--- src/rtl/tmr_pkg.sv ---
package tmr_pkg;
  typedef struct packed {
    logic tmrLoad;    // load counter from write port
    logic preClr;     // clear the shared prescaler
    logic preStep;    // one input tick for the prescaler
    logic preForTmr;  // prescaler owned by the counter
    logic tmrBypass;  // counter step without prescaler
    logic wdtBypass;  // watchdog period end without prescaler
  } tmrStrobe_t;
endpackage

--- src/rtl/tmr_ctrl.sv ---
module tmr_ctrl
  import tmr_pkg::*;
#(
  parameter int WDT_BASE = 256
) (
  input  logic       clk,
  input  logic       rstN,
  input  logic       cycEn,
  input  logic       extPin,
  input  logic       extSel,
  input  logic       fallSel,
  input  logic       preToWdt,
  input  logic       tmrWrEn,
  input  logic       wdtClr,
  output tmrStrobe_t strobe
);
  localparam int BW = (WDT_BASE > 1) ? $clog2(WDT_BASE) : 1;
  localparam logic [BW-1:0] BASE_LAST = BW'(WDT_BASE - 1);

  logic [2:0]    syncQ;   // [0],[1] synchroniser, [2] previous level
  logic [1:0]    holdQ;
  logic [BW-1:0] baseQ;
  logic riseDet, fallDet, srcTick, srcOk, baseEnd, baseTick;

  always_ff @(posedge clk or negedge rstN) begin
    if (!rstN) syncQ <= '0;
    else       syncQ <= {syncQ[1:0], extPin};
  end

  assign riseDet  = syncQ[1] & ~syncQ[2];
  assign fallDet  = ~syncQ[1] & syncQ[2];
  assign srcTick  = extSel ? (fallSel ? fallDet : riseDet) : cycEn;
  assign srcOk    = srcTick & (holdQ == 2'd0) & ~tmrWrEn;
  assign baseEnd  = cycEn & (baseQ == BASE_LAST);
  assign baseTick = baseEnd & ~wdtClr;

  always_ff @(posedge clk or negedge rstN) begin
    if (!rstN)                        holdQ <= '0;
    else if (tmrWrEn)                 holdQ <= 2'd2;
    else if (cycEn && holdQ != 2'd0)  holdQ <= holdQ - 2'd1;
  end

  always_ff @(posedge clk or negedge rstN) begin
    if (!rstN)       baseQ <= '0;
    else if (wdtClr) baseQ <= '0;
    else if (cycEn)  baseQ <= baseEnd ? '0 : baseQ + 1'b1;
  end

  always_comb begin
    strobe.tmrLoad   = tmrWrEn;
    strobe.preClr    = tmrWrEn | (wdtClr & preToWdt);
    strobe.preForTmr = ~preToWdt;
    strobe.preStep   = preToWdt ? baseTick : srcOk;
    strobe.tmrBypass = preToWdt & srcOk;
    strobe.wdtBypass = ~preToWdt & baseTick;
  end

  assert_hold_gate_R6: assert property (@(posedge clk) disable iff (!rstN)
    (holdQ != 2'd0) |-> !(strobe.tmrBypass || (strobe.preStep && strobe.preForTmr)));

  assert_base_restart_R8: assert property (@(posedge clk) disable iff (!rstN)
    wdtClr |=> (baseQ == '0));
endmodule

--- src/rtl/tmr_datapath.sv ---
module tmr_datapath
  import tmr_pkg::*;
(
  input  logic       clk,
  input  logic       rstN,
  input  logic [2:0] rate,
  input  tmrStrobe_t strobe,
  input  logic [7:0] wrData,
  output logic [7:0] tmrCount,
  output logic       wdtTimeout
);
  logic [7:0] preQ, tmrQ, thr;
  logic [8:0] span;
  logic preOut, tmrInc, toEvt;

  assign span   = strobe.preForTmr ? (9'd2 << rate) : (9'd1 << rate);
  assign thr    = span[7:0] - 8'd1;
  assign preOut = strobe.preStep & ~strobe.preClr & (preQ >= thr);
  assign tmrInc = strobe.tmrBypass | (preOut & strobe.preForTmr);
  assign toEvt  = strobe.wdtBypass | (preOut & ~strobe.preForTmr);

  always_ff @(posedge clk or negedge rstN) begin
    if (!rstN)                preQ <= '0;
    else if (strobe.preClr)   preQ <= '0;
    else if (preOut)          preQ <= '0;
    else if (strobe.preStep)  preQ <= preQ + 8'd1;
  end

  always_ff @(posedge clk or negedge rstN) begin
    if (!rstN)               tmrQ <= '0;
    else if (strobe.tmrLoad) tmrQ <= wrData;
    else if (tmrInc)         tmrQ <= tmrQ + 8'd1;
  end

  always_ff @(posedge clk or negedge rstN) begin
    if (!rstN) wdtTimeout <= 1'b0;
    else       wdtTimeout <= toEvt;
  end

  assign tmrCount = tmrQ;

  assert_load_R6: assert property (@(posedge clk) disable iff (!rstN)
    strobe.tmrLoad |=> (tmrCount == $past(wrData)));

  assert_wrap_R7: assert property (@(posedge clk) disable iff (!rstN)
    (tmrCount == 8'hFF && tmrInc && !strobe.tmrLoad) |=> (tmrCount == 8'h00));

  assert_pre_clear_R8: assert property (@(posedge clk) disable iff (!rstN)
    strobe.preClr |=> (preQ == 8'h00));

  assert_pulse_R9: assert property (@(posedge clk) disable iff (!rstN)
    wdtTimeout |=> !wdtTimeout);
endmodule

--- src/rtl/tmr_wdt_unit.sv ---
module tmr_wdt_unit
  import tmr_pkg::*;
#(
  parameter int WDT_BASE = 256
) (
  input  logic       clk,
  input  logic       rstN,
  input  logic       cycEn,
  input  logic       extPin,
  input  logic [7:0] cfgByte,
  input  logic       tmrWrEn,
  input  logic [7:0] tmrWrData,
  input  logic       wdtClr,
  output logic [7:0] tmrCount,
  output logic       wdtTimeout
);
  tmrStrobe_t strobe;

  tmr_ctrl #(.WDT_BASE(WDT_BASE)) u_ctrl (
    .clk(clk), .rstN(rstN), .cycEn(cycEn), .extPin(extPin),
    .extSel(cfgByte[5]), .fallSel(cfgByte[4]), .preToWdt(cfgByte[3]),
    .tmrWrEn(tmrWrEn), .wdtClr(wdtClr), .strobe(strobe)
  );

  tmr_datapath u_dp (
    .clk(clk), .rstN(rstN), .rate(cfgByte[2:0]), .strobe(strobe),
    .wrData(tmrWrData), .tmrCount(tmrCount), .wdtTimeout(wdtTimeout)
  );
endmodule

--- config.mk ---
export PLATFORM = sky130hd
export DESIGN_NAME = tmr_wdt_unit
export DESIGN_NICKNAME = d
export VERILOG_FILES = /design/src/rtl/tmr_pkg.sv /design/src/rtl/tmr_ctrl.sv /design/src/rtl/tmr_datapath.sv /design/src/rtl/tmr_wdt_unit.sv
export SDC_FILE = /design/constraint.sdc
export NUM_CORES = 1
export LEC_CHECK = 0
export CAP_MARGIN = 15
export CORE_MARGIN = 1.5
export CORE_UTILIZATION = 45
export CTS_BUF_LIST = sky130_fd_sc_hd__clkbuf_4
export DETAILED_ROUTE_END_ITERATION = 8
export DONT_BUFFER_PORTS = 1
export GPL_ROUTABILITY_DRIVEN = 0
export GPL_TIMING_DRIVEN = 0
export PLACE_DENSITY = 0.62
export REMOVE_ABC_BUFFERS = 1
export SYNTH_ARGS = -nofsm -noshare
export SYNTH_HDL_FRONTEND = slang
export SYNTH_SLANG_ARGS = --single-unit
--- constraint.sdc ---
create_clock -name clk -period 2.2 [get_ports clk]
set_input_delay 0.55 -clock clk [delete_from_list [all_inputs] [get_ports clk]]
set_output_delay 0.55 -clock clk [all_outputs]
set_load 0.05 [all_outputs]
==> flow_summary_export.csv, run 1 <==
group,metric,value,unit
status,status,"complete, but fails checks",
status,failed_checks,"setup timing",
setup_path,crit_path_end_kind,"register",
routing,drt_pass1_iterations,4,
setup_path,rr_worst_depth,6,
timing,fin_crit_sh,123.2,%
synthesis,yosysWarnings,0,
setup_path,startpoint,"cfgByte[0]",
floorplanning,initial_core_util,48.03,%
routing,avgRoutedWirePerCell,17.29,µm
job,maxCapViolations,0,
clock_tree,cts_inserted_buffers,5,
global_routing,grt_max_degree,31,
clock_tree,tritoncts,"built",
clock_tree,path_clk_slew,0.10,ns
global_routing,antenna_found_initial,0,
timing,timing_hold_violations_final,0,
synthesis,yosysSeqAreaShare,35.17,%
timing,max-slew-margin-rel,54.14,%
clock_tree,cts_sinks,30,
setup_path,crit_end,"u_dp.preQ[4]",
synthesis,synth-seq-cells,30,
cells_and_area,num_antenna_cells,0,
global_routing,track_usage,22.04,%
clock_tree,ctsRootBufferMaster,"clkbuf_4",
routing,wirelength,5.430,mm
global_routing,grt_pass1_wl,8.997,mm
setup_path,criticalPathCategory,"in2reg",
routing,viasPerCell,6.248,
timing,period_needed,2.711,ns
routing,drtIter0Drc,146,
timing,tightest_slew,0.6853,ns
clock_tree,clock_latency,0.33,ns
floorplanning,io_pins,31,
setup_path,rr_startpoint,"u_dp.preQ[3]",
setup_path,reg2reg_to,"u_dp.preQ[4]",
setup_path,r2r_slack,0.05,ns
routing,ant_nets,0,
synthesis,synthArstFlopShare,100.0,%
setup_path,cp_common_cell,"ha_4",
routing,drc_errors,0,
synthesis,syn_inst,250,
setup_path,start_kind,"input port",
synthesis,synth_area_leaders,"dfrtp_1 35%, ha_1 8.8%, nand2_1 7.0%",
synthesis,synth-edff-count,0,
setup_path,crit_required,2.42,ns
cells_and_area,fin_util,58.95,%
synthesis,ys.flop_type,"dfrtp_1",
setup_path,cp_top_family,"compound AO/OA/AOI/OAI gates",
synthesis,netlist_area,2135,µm²
cells_and_area,fillers,375,
cells_and_area,area_growth_syn_to_layout,22.74,%
floorplanning,dieArea,5165,µm²
global_routing,grt_pass1_vias,1964,
timing,finalSetupViolations,17,
placed_design,io_buffers,0,
power_and_ir_drop,vdd_drop_max,358.3,µV
timing,final.setup_skew,0.008109,ns
global_routing,overflow,0,
setup_path,worst-path-buf-inv,3,
timing,rsz0062_at_grt,"yes",
power_and_ir_drop,p_per_area,463.8,nW/µm²
setup_path,crit_slowest_cell,"o311a_4",
setup_path,crit_fanout,7,
power_and_ir_drop,p_leak,0.001073,µW
synthesis,synthDistinctLibCells,49,
setup_path,max_stage_delay,0.35,ns
timing,fmax,368.9,MHz
timing,holdWs,0.03350,ns
synthesis,synth_top_area_cell,"dfrtp_1",
cells_and_area,drive_above_1_share,22.52,%
routing,num_vias,1962,
floorplanning,die_h,71.87,µm
synthesis,synth_top_cell_area_share,35.17,%
setup_path,cp.depth,14,
min_path,min_path_type,"in2async",
placed_design,dpl.hpwl,3.184,mm
setup_path,cp.arrival,2.93,ns
floorplanning,core_area,4444,µm²
setup_path,path_cells,"inv_8 > ha_4 > nand2_4 > ha_4 > nor2b_1 > o21ai_1 > a22oi_1 > ha_1 > nand4_1 > buf_4 > o311a_4 > buf_6 > a41oi_2 > mux2i_1",
timing,layout_setup_ws,-0.5106,ns
floorplanning,die-width,71.87,µm
floorplanning,row_count,24,
synthesis,syn_area_per_cell,8.538,µm²
clock_tree,cts_buffer_depth,2,
timing,drv_slew,0,
clock_tree,htreeDepth,2,
cells_and_area,layout.nets,298,
-- cell usage after synthesis, types with 2 or more instances --
cell / number
a22oi_1: 2
nand2_1: 40
o21ai_0: 9
and2_1: 4
a211o_1: 3
xor2_1: 3
o211ai_1: 12
nor2b_1: 5
a211oi_1: 4
a21oi_1: 9
xnor2_1: 2
inv_1: 9
clkbuf_1: 7
or2_2: 2
buf_2: 4
dfrtp_1: 30
nor2_1: 24
nand2b_1: 5
nand3_1: 13
a2111o_1: 2
nor3_1: 3
ha_1: 15
a2111oi_2: 2
or3_1: 3
o2111ai_1: 7
nand4_1: 6
a22o_1: 2
mux2i_1: 2
-- cell families (layout without fill, tap and decap cells) --
logic type	count (synthesis)	count (layout)	synth area share [%]
buf+inv	21	30	4.279
xor+xnor	5	5	2.052
flops	30	30	35.17
compound gates	65	68	23.39
mux	2	2	0.9379
simple gates	112	112	25.38
fa+ha+maj	15	15	8.792
-- metal layers --
layer  share of wire [%]  GRT usage, %  vias up  routed length, µm
li1                    -             -      957                  -
met1                  46         29.17      946               2478
met2                  48         35.80       50               2582
met3                 5.2         6.470        9                281
met4                 1.6         5.031        0                 87
met5                   0             0        -                  0
-- stage by stage --
| stage | total power [µW] | setup slack [ns] | area [µm²] | setup TNS [ns] | std cells |
|---|---|---|---|---|---|
| global route | 1286 | -0.5562 | 2620 | -8.092 | 314 |
| finish | 1215 | -0.5106 | 2620 | -7.071 | 314 |
| global placement | 819.7 | -1.445 | 2142 | -22.35 | 290 |
| floorplan | 788.9 | -1.040 | 2077 | -15.45 | 238 |
| detailed placement | 824.2 | -1.441 | 2142 | -22.32 | 290 |
| CTS | 1207 | -0.4409 | 2520 | -5.799 | 311 |
-- cell usage in the layout (no fill, tap or decap), drive strengths merged, types with 6 or more instances in the layout --
cell / netlist / layout
a21oi: 9 / 9
buf: 5 / 13
clkbuf: 7 / 6
dfrtp: 30 / 30
ha: 15 / 15
inv: 9 / 8
nand2: 41 / 41
nand3: 14 / 14
nand4: 6 / 6
nor2: 24 / 24
o2111ai: 7 / 7
o211ai: 12 / 12
o21ai: 9 / 9
-- power by group --
group / total [µW] / internal (µW) / switching (µW)
combinational: 236 / 102 / 134
sequential: 654 / 575 / 78.9
clock: 325 / 132 / 193
total: 1220 / 810 / 405
-- registers in the layout (all words and copies together), names as in the netlist --
register	flops
u_ctrl.baseQ	8
u_dp.preQ	8
u_dp.tmrCount	8
u_ctrl.syncQ	3
u_ctrl.holdQ	2
u_dp.wdtTimeout	1
-- timing repair --
action                     CTS  global route
pin swaps                   30            11
gates cloned                 3             0
setup endpoints to repair   17            17
setup buffers                9             3
hold buffers                 1             0
hold endpoints to repair    30             0
resized for setup           40            12
-- worst register-to-register path, cell delays in order (launching register included) --
cell     delay (ns)
dfrtp_1        0.46
ha_1           0.32
nor2_1         0.55
o311a_4        0.34
buf_6          0.12
a41oi_2        0.11
mux2i_1        0.17
-- layout make-up --
type	instances	area [µm²]	area share [%]
clock buffers	6	45.04	1.719
inverters	9	45.04	1.719
repair buffers	13	133.9	5.110
multi-input cells	202	1572	59.98
well taps	52	65.06	2.483
flip-flops and latches	30	750.7	28.65
clock inverters	2	8.758	0.3343
-- worst min-delay path by stage --
stage / startpoint / end / slack (ns) / cells past startpoint
floorplan: rstN / u_ctrl.baseQ[0] / 0.25 / 0
global placement: rstN / u_dp.preQ[7] / 0.26 / 0
detailed placement: rstN / u_dp.preQ[7] / 0.26 / 0
CTS: rstN / u_dp.preQ[5] / 0.03 / 1
global route: rstN / u_dp.preQ[5] / 0.01 / 1
finish: rstN / u_dp.preQ[6] / 0.03 / 1
Note: power is estimated with default switching activity, not from simulation.
==> inputs of run 2 (changes only) <==
CTS_CLUSTER_SIZE = 10   (was not set)
HOLD_SLACK_MARGIN = 0.05   (was not set)
==> flow_summary_export.csv, run 2 (synthesized netlist as in run 1, its figures left out) <==
group,metric,value,unit
status,status,"complete, but fails checks",
status,failed_checks,"setup timing",
routing,drt_pass1_iterations,4,
global_routing,antenna_found_initial,0,
setup_path,cp.arrival,2.92,ns
timing,layout_setup_ws,-0.5062,ns
cells_and_area,layout.nets,299,
timing,fmax,369.5,MHz
power_and_ir_drop,fin_total_pwr,1218,µW
job,maxCapViolations,0,
clock_tree,tritoncts,"built",
routing,wirelength,5.436,mm
floorplanning,initial_core_util,48.03,%
global_routing,grt_pass1_wl,9.004,mm
cells_and_area,num_antenna_cells,0,
routing,drtIter0Drc,136,
global_routing,overflow,0,
setup_path,start_kind,"input port",
clock_tree,path_clk_slew,0.10,ns
floorplanning,dieArea,5165,µm²
power_and_ir_drop,p_leak,0.001077,µW
placed_design,post_dp_cell_area,2142,µm²
floorplanning,core_area,4444,µm²
timing,finalSetupViolations,17,
clock_tree,cts_buffer_depth,2,
routing,num_vias,1963,
cells_and_area,design_area,2630,µm²
timing,max-slew-margin-rel,54.65,%
timing,period_needed,2.706,ns
global_routing,track_usage,22.04,%
floorplanning,die-width,71.87,µm
timing,holdWs,0.2485,ns
routing,avgRoutedWirePerCell,17.26,µm
min_path,min_path_type,"in2reg",
clock_tree,htreeDepth,2,
cells_and_area,fin_util,59.18,%
global_routing,grt_pass1_vias,1970,
setup_path,crit_path_end_kind,"register",
cells_and_area,drive_above_1_share,22.43,%
timing,fin_crit_sh,123.0,%
floorplanning,die_h,71.87,µm
routing,ant_nets,0,
timing,tightest_slew,0.6778,ns
cells_and_area,final_cell_mix,"38 x nand2_1, 30 x dfrtp_1, 22 x nor2_1, 12 x o211ai_1, 11 x nand3_1",
timing,rsz0062_at_grt,"yes",
timing,setup_tns,-7.081,ns
global_routing,grt_max_degree,31,
setup_path,crit_required,2.42,ns
routing,viasPerCell,6.232,
timing,timing_hold_violations_final,0,
floorplanning,io_pins,31,
clock_tree,cts_inserted_buffers,5,
power_and_ir_drop,vdd_drop_max,358.4,µV
cells_and_area,final_common_cell,"nand2_1",
clock_tree,ctsRootBufferMaster,"clkbuf_4",
setup_path,criticalPathCategory,"in2reg",
power_and_ir_drop,p_per_area,462.9,nW/µm²
routing,drc_errors,0,
setup_path,crit_fanout,7,
clock_tree,clock_latency,0.33,ns
timing,drv_slew,0,
clock_tree,cts_sinks,30,
cells_and_area,area_growth_syn_to_layout,23.21,%
placed_design,io_buffers,0,
timing,final.setup_skew,0.008201,ns
placed_design,dpl.hpwl,3.184,mm
floorplanning,row_count,24,
cells_and_area,fillers,374,
## run 2: repair_timing
item                                    in CTS  in global routing
hold buffers                                 2                  0
pin swaps                                   30                 11
buffers inserted                             9                  3
hold endpoints to repair                    30                  0
resized for setup                           40                 12
endpoints found under the setup margin      17                 17
cloned                                       3                  0
## run 2: cell type report
class	count	area [µm²]	share of cell area, %
inverters	9	45.04	1.713
flip-flops and latches	30	750.7	28.54
clock inverters	2	8.758	0.3330
repair buffers	14	143.9	5.471
multi-input cells	202	1572	59.75
well taps	52	65.06	2.474
clock buffers	6	45.04	1.713
## run 2: metrics by stage
stage | instances | setup slack (ns)
after global routing | 315 | -0.5562
after floorplan | 238 | -1.040
final | 315 | -0.5062
after CTS | 312 | -0.4409
after global placement | 290 | -1.445
after detailed placement | 290 | -1.441
## run 2: metal layers
metal,share of wire (%),wire (µm),global-route usage [%],vias to the layer above
met3,5.3,286,6.470,9
li1,-,-,-,959
met5,0,0,0,-
met1,46,2475,29.17,942
met4,1.5,83,5.031,0
met2,48,2591,35.80,53
## run 2: critical path, cell delays in order
cell and delay [ns]:
inv_8 0.01, ha_4 0.29, nand2_4 0.05, ha_4 0.18, nor2b_1 0.13, o21ai_1 0.15, a22oi_1 0.10, ha_1 0.30
nand4_1 0.18, buf_4 0.20, o311a_4 0.35, buf_6 0.14, a41oi_2 0.18, mux2i_1 0.10
## run 2: worst paths after layout
| check | endpoint | startpoint | cells after the start | slack (ns) |
|---|---|---|---|---|
| hold reg to reg | u_ctrl.syncQ[1] | u_ctrl.syncQ[0] | 0 | 0.36 |
| setup / recovery | u_dp.preQ[4] | cfgByte[0] | 14 | -0.51 |
| hold / removal | u_ctrl.syncQ[0] | extPin | 0 | 0.25 |
| min in group asynchronous | u_dp.preQ[6] | rstN | 2 | 0.66 |
| setup reg to reg | u_dp.preQ[4] | u_dp.preQ[3] | 6 | 0.06 |
| max in group asynchronous | u_ctrl.baseQ[2] | rstN | 2 | 1.37 |
## run 2: report_power, final
group | leakage (µW) | total [µW] | internal (µW) | switching, µW
logic | 0.000652 | 238 | 103 | 134
clock network | 0.0000331 | 325 | 132 | 193
registers | 0.000392 | 654 | 575 | 78.9
total | 0.00108 | 1220 | 811 | 406
